File: src/rtl/bmf_pkg.sv
package bmf_pkg;
  localparam int ADDR_W = 48;
  localparam int WORD_W = 32;

  typedef enum logic [2:0] {
    SEL_ADDR_LO = 3'd0,
    SEL_ADDR_HI = 3'd1,
    SEL_CTRL_HI = 3'd2,
    SEL_MASK_LO = 3'd3,
    SEL_MASK_HI = 3'd4
  } reg_sel_e;

  // Masked equality of a frame BSSID against the own address.
  function automatic logic masked_eq(input logic [ADDR_W-1:0] frame,
                                     input logic [ADDR_W-1:0] mac,
                                     input logic [ADDR_W-1:0] mask);
    return ((frame & mask) == (mac & mask));
  endfunction

  // One accumulation step: drop bits where bssid differs from mac.
  function automatic logic [ADDR_W-1:0] mask_fold(input logic [ADDR_W-1:0] acc,
                                                  input logic [ADDR_W-1:0] mac,
                                                  input logic [ADDR_W-1:0] bssid);
    return acc & ~(mac ^ bssid);
  endfunction
endpackage

File: src/rtl/bmf_regs.sv
module bmf_regs #(
  parameter int ADDR_W = bmf_pkg::ADDR_W,
  parameter int WORD_W = bmf_pkg::WORD_W
) (
  input  logic              clk,
  input  logic              rst,
  input  logic              wr,
  input  logic [2:0]        sel,
  input  logic [WORD_W-1:0] wdata,
  input  logic [2:0]        rsel,
  output logic [WORD_W-1:0] rdata,
  input  logic              load_en,
  input  logic [ADDR_W-1:0] load_mask,
  output logic [ADDR_W-1:0] own_mac,
  output logic [ADDR_W-1:0] act_mask,
  output logic [WORD_W-(ADDR_W-WORD_W)-1:0] ctrl_hi
);
  import bmf_pkg::*;
  localparam int HI_W   = ADDR_W - WORD_W;
  localparam int CTRL_W = WORD_W - HI_W;

  logic [WORD_W-1:0] mac_lo_q, mask_lo_q;
  logic [HI_W-1:0]   mac_hi_q, mask_hi_q;
  logic [CTRL_W-1:0] ctrl_q;

  logic we_addr_lo, we_addr_hi, we_ctrl, we_mask_lo, we_mask_hi;
  assign we_addr_lo = wr && (reg_sel_e'(sel) == SEL_ADDR_LO);
  assign we_addr_hi = wr && (reg_sel_e'(sel) == SEL_ADDR_HI);
  assign we_ctrl    = wr && (reg_sel_e'(sel) == SEL_CTRL_HI);
  assign we_mask_lo = wr && (reg_sel_e'(sel) == SEL_MASK_LO);
  assign we_mask_hi = wr && (reg_sel_e'(sel) == SEL_MASK_HI);

  always_ff @(posedge clk) begin
    if (rst) begin
      mac_lo_q  <= '0;
      mac_hi_q  <= '0;
      ctrl_q    <= '0;
      mask_lo_q <= '1;
      mask_hi_q <= '1;
    end else begin
      if (we_addr_lo) mac_lo_q <= wdata;
      if (we_addr_hi) mac_hi_q <= wdata[HI_W-1:0];
      if (we_ctrl)    ctrl_q   <= wdata[WORD_W-1:HI_W];
      if (load_en) begin
        mask_lo_q <= load_mask[WORD_W-1:0];
        mask_hi_q <= load_mask[ADDR_W-1:WORD_W];
      end else begin
        if (we_mask_lo) mask_lo_q <= wdata;
        if (we_mask_hi) mask_hi_q <= wdata[HI_W-1:0];
      end
    end
  end

  always_comb begin
    case (reg_sel_e'(rsel))
      SEL_ADDR_LO: rdata = mac_lo_q;
      SEL_ADDR_HI: rdata = {ctrl_q, mac_hi_q};
      SEL_CTRL_HI: rdata = {ctrl_q, mac_hi_q};
      SEL_MASK_LO: rdata = mask_lo_q;
      SEL_MASK_HI: rdata = {{CTRL_W{1'b0}}, mask_hi_q};
      default:     rdata = '0;
    endcase
  end

  assign own_mac  = {mac_hi_q, mac_lo_q};
  assign act_mask = {mask_hi_q, mask_lo_q};
  assign ctrl_hi  = ctrl_q;
endmodule

File: src/rtl/bmf_mask_acc.sv
module bmf_mask_acc #(
  parameter int ADDR_W = bmf_pkg::ADDR_W
) (
  input  logic              clk,
  input  logic              rst,
  input  logic              clear,
  input  logic              add,
  input  logic [ADDR_W-1:0] bssid,
  input  logic [ADDR_W-1:0] own_mac,
  output logic [ADDR_W-1:0] acc
);
  import bmf_pkg::*;
  logic [ADDR_W-1:0] acc_q, acc_next;

  always_comb begin
    acc_next = acc_q;
    if (clear)    acc_next = '1;
    else if (add) acc_next = mask_fold(acc_q, own_mac, bssid);
  end

  always_ff @(posedge clk) begin
    if (rst) acc_q <= '1;
    else     acc_q <= acc_next;
  end

  assign acc = acc_q;
endmodule

File: src/rtl/bmf_match.sv
module bmf_match #(
  parameter int ADDR_W = bmf_pkg::ADDR_W
) (
  input  logic              clk,
  input  logic              rst,
  input  logic              valid,
  input  logic [ADDR_W-1:0] bssid,
  input  logic [ADDR_W-1:0] own_mac,
  input  logic [ADDR_W-1:0] mask,
  output logic              ack_valid,
  output logic              accept,
  output logic              hit
);
  localparam int LANES = (ADDR_W + 7) / 8;
  logic [LANES-1:0] lane_hit;

  // Byte-lane compare; a lane passes when all of its unmasked bits agree.
  for (genvar g = 0; g < LANES; g++) begin : g_lane
    localparam int LO = g * 8;
    localparam int HI = ((g * 8 + 7) < ADDR_W) ? (g * 8 + 7) : (ADDR_W - 1);
    assign lane_hit[g] = ((bssid[HI:LO] ^ own_mac[HI:LO]) & mask[HI:LO]) == '0;
  end

  assign hit = &lane_hit;

  always_ff @(posedge clk) begin
    if (rst) begin
      ack_valid <= 1'b0;
      accept    <= 1'b0;
    end else begin
      ack_valid <= valid;
      if (valid) accept <= hit;
    end
  end
endmodule

File: src/rtl/bssid_mask_filter.sv
module bssid_mask_filter #(
  parameter int ADDR_W = bmf_pkg::ADDR_W,
  parameter int WORD_W = bmf_pkg::WORD_W
) (
  input  logic              clk,
  input  logic              rst,
  input  logic              reg_wr,
  input  logic [2:0]        reg_sel,
  input  logic [WORD_W-1:0] reg_wdata,
  input  logic [2:0]        reg_rsel,
  output logic [WORD_W-1:0] reg_rdata,
  input  logic              acc_clear,
  input  logic              acc_add,
  input  logic [ADDR_W-1:0] acc_bssid,
  input  logic              acc_load,
  output logic [ADDR_W-1:0] acc_mask,
  input  logic              frm_valid,
  input  logic [ADDR_W-1:0] frm_bssid,
  output logic              ack_valid,
  output logic              ack_accept
);
  localparam int CTRL_W = WORD_W - (ADDR_W - WORD_W);

  logic [ADDR_W-1:0] own_mac;
  logic [ADDR_W-1:0] act_mask;
  logic [CTRL_W-1:0] ctrl_hi;
  logic              frame_hit;

  bmf_regs #(.ADDR_W(ADDR_W), .WORD_W(WORD_W)) u_regs (
    .clk(clk), .rst(rst), .wr(reg_wr), .sel(reg_sel), .wdata(reg_wdata),
    .rsel(reg_rsel), .rdata(reg_rdata), .load_en(acc_load), .load_mask(acc_mask),
    .own_mac(own_mac), .act_mask(act_mask), .ctrl_hi(ctrl_hi)
  );

  bmf_mask_acc #(.ADDR_W(ADDR_W)) u_acc (
    .clk(clk), .rst(rst), .clear(acc_clear), .add(acc_add), .bssid(acc_bssid),
    .own_mac(own_mac), .acc(acc_mask)
  );

  bmf_match #(.ADDR_W(ADDR_W)) u_match (
    .clk(clk), .rst(rst), .valid(frm_valid), .bssid(frm_bssid),
    .own_mac(own_mac), .mask(act_mask), .ack_valid(ack_valid),
    .accept(ack_accept), .hit(frame_hit)
  );
endmodule

File: config.mk
export PLATFORM = sky130hd
export DESIGN_NAME = bssid_mask_filter
export DESIGN_NICKNAME = d
export VERILOG_FILES = /design/src/rtl/bmf_pkg.sv /design/src/rtl/bmf_regs.sv /design/src/rtl/bmf_mask_acc.sv /design/src/rtl/bmf_match.sv /design/src/rtl/bssid_mask_filter.sv
export SDC_FILE = /design/constraint.sdc
export NUM_CORES = 1
export LEC_CHECK = 0
export ABC_AREA = 1
export BUFFER_PORTS_ARGS = -buffer_cell sky130_fd_sc_hd__buf_4
export CAP_MARGIN = 40
export CORE_UTILIZATION = 50
export DETAILED_ROUTE_END_ITERATION = 10
export PLACE_DENSITY = 0.72
export RECOVER_POWER = 100
export SETUP_SLACK_MARGIN = 0.3
export SLEW_MARGIN = 20
export SYNTH_ARGS = -nofsm -noshare
export SYNTH_HDL_FRONTEND = slang
export SYNTH_HIERARCHICAL = 1
export SYNTH_SLANG_ARGS = --single-unit
File: constraint.sdc
create_clock -name clk -period 1.98 [get_ports clk]
set_clock_uncertainty 0.1 [all_clocks]
set_input_delay 0.297 -clock clk [delete_from_list [all_inputs] [get_ports clk]]
set_output_delay 0.297 -clock clk [all_outputs]
set_load 0.05 [all_outputs]
==> flow_summary.toml <==
[outcome]
outcome = "finished clean"

[sta]
worst_pin_slew_ns = 1.32
finalCritPeriodShare_pct = 93.6
slew-limit-headroom_pct = 12.3
maxClockFrequency_mhz = 539
setup_viol = 0
grt_setup_unrepaired = "true"
slew_violations = 0
min_period_ns = 1.85
hold_viol = 0
setup_tns_ns = 0
worst_slack_ns = 0.126
hold_ws_ns = 0.0183

[die]
rows = 48
die_w_um = 137
core_um2 = 17500
io_pins = 223
initial_core_util_pct = 51.9
die_area_um2 = 18700
die_h_um = 137

[setup_path]
cp_max_fo = 6
setup.worst_path.end = "reg_rdata[12]"
critPathCaptureType = "output port"
cp_data_arrival_time_ns = 1.46
ff2ff_path_depth = 8
r2r-end = "u_match/accept$_SDFFE_PP0P_"
reg2reg_slack_ns = 0.36
critPathRequiredTime_ns = 1.58
crit_path_start_kind = "flip-flop"
critPathKind = "flip-flop to output port"
startpoint = "u_regs/mac_lo_q[12]$_SDFFE_PP0P_"
r2r-start = "u_regs/mac_lo_q[24]$_SDFFE_PP0P_"

[clock_network]
clock-sinks = 162
clkLatencyLatePin_ns = 0.44
cts_root_buffer = "clkbuf_16"
cts_max_level = 4
numCtsBuffers = 17
cts.path.max_buffers = 2
path_clk_slew_ns = 0.07
cts_tree = "built"

[routing]
drtIter0Drc = 1228
wl_per_cell_um = 17.4
finalWirelength_um = 34300
viasPerCell = 5.44
drc = 0
drt_first_pass_iters = 6
via_count = 10747
ant_nets = 0

[logic_synthesis]
syn-cell-area_um2 = 9100
postSynthCellCount = 1512
syn_avg_cell_area_um2 = 6.02
ys_warn_count = 6
syn-num-nets = 1653

[global_routing]
grt_max_degree = 66
grt_pass1_vias = 9298
grt_pass1_wl_um = 50200
grt_antenna_before_repair = 0
gr-total-overflow = 0
track_usage_pct = 35.8

[pwr]
ir_drop_uv = 792
leakage_nw = 6.28
power.density_nw_per_um2 = 707
power_mw = 8.74

[placement]
gp_congestion = 0.946
dp_slack_ns = 0.141
dp_hpwl_um = 22900
portBuffers = 222

[worst_hold_path]
hold_class = "input port to flip-flop"
whs_path_depth = 3

[flow_run]
cap_violations = 0

[layout]
finish.utilization_pct = 70.5
nets = 1877
num_antenna_cells = 0
drive_above_1_share_pct = 23.6
syn2layout_area_growth_pct = 35.8
metrics by stage:
stage	instance area, µm²	instances
after floorplan	9250	1512
after global placement	11100	1915
after detailed placement	11100	1915
after CTS	12200	1963
after global routing	12400	1974
final	12400	1974
how the worst min path moves through the flow:
stage,start,end,slack (ns)
5_1_grt,reg_wdata[29],u_regs/mask_lo_q[29]$_SDFFE_PP1P_,0.02
3_3_place_gp,u_acc/acc[21]$_SDFFE_PP1P_,u_acc/acc[21]$_SDFFE_PP1P_,0.35
2_1_floorplan,rst,u_match/ack_valid$_SDFF_PP0_,0.27
4_1_cts,reg_wdata[21],u_regs/mask_lo_q[21]$_SDFFE_PP1P_,0.01
3_5_place_dp,u_acc/acc[27]$_SDFFE_PP1P_,u_acc/acc[27]$_SDFFE_PP1P_,0.35
6_report,reg_wdata[21],u_regs/mask_lo_q[21]$_SDFFE_PP1P_,0.02
state kept, by name, summed over array words and instances, names as in the netlist:
signal and cells:
u_regs/mask_hi_q 16, u_regs/mac_lo_q 32, u_regs/mac_hi_q 16, u_match/ack_valid 1, u_regs/ctrl_hi 16, u_regs/mask_lo_q 32
u_acc/acc 48, u_match/accept 1
area by class of cell:
type | instances | area (µm²)
clock buffers | 18 | 429
clock inverters | 14 | 143
fillers | 1575 | 5180
inverters | 223 | 842
multi-input cells | 1051 | 5100
flip-flops and latches | 162 | 3300
well taps | 225 | 282
repair buffers | 281 | 2260
critical path, stage by stage, from the launching register on:
cell,delay (ns)
dfxtp_2,0.42
nand3_1,0.10
nand2_1,0.08
inv_1,0.07
nand3_4,0.07
clkbuf_2,0.28
per-layer routing:
| layer | part of all wire, % | GRT usage [%] | wire [µm] | vias to the layer above |
|---|---|---|---|---|
| met4 | 2.6 | 12.9 | 886 | 0 |
| li1 | - | - | - | 5192 |
| met1 | 42 | 50.1 | 14500 | 4857 |
| met3 | 12 | 7.59 | 3980 | 82 |
| met5 | 0 | 0 | 0 | - |
| met2 | 44 | 53.9 | 14900 | 616 |
placed cells by master, fill, tap and decap left out, types with 33 or more instances in the layout:
cell,count
nand3_1,225
nor2_1,167
buf_4,164
nand2_1,410
clkbuf_1,54
inv_1,213
dfxtp_2,33
o21ai_0,33
nand2_2,35
nand4_1,48
dfxtp_1,124
a21oi_1,48
power by group:
group | internal (mW) | switching, mW | total (mW)
Combinational | 0.714 | 1.17 | 1.88
Clock | 1.77 | 1.50 | 3.27
Sequential | 3.41 | 0.178 | 3.59
what timing repair did:
action,4_1_cts,5_1_grt
gates resized for setup,105,115
hold buffers,1,0
pin swaps,15,23
setup endpoints to repair,32,33
gates cloned,3,4
buffers inserted,12,7
endpoints found under the hold margin,2,0
(Power assumes the default switching activity.)
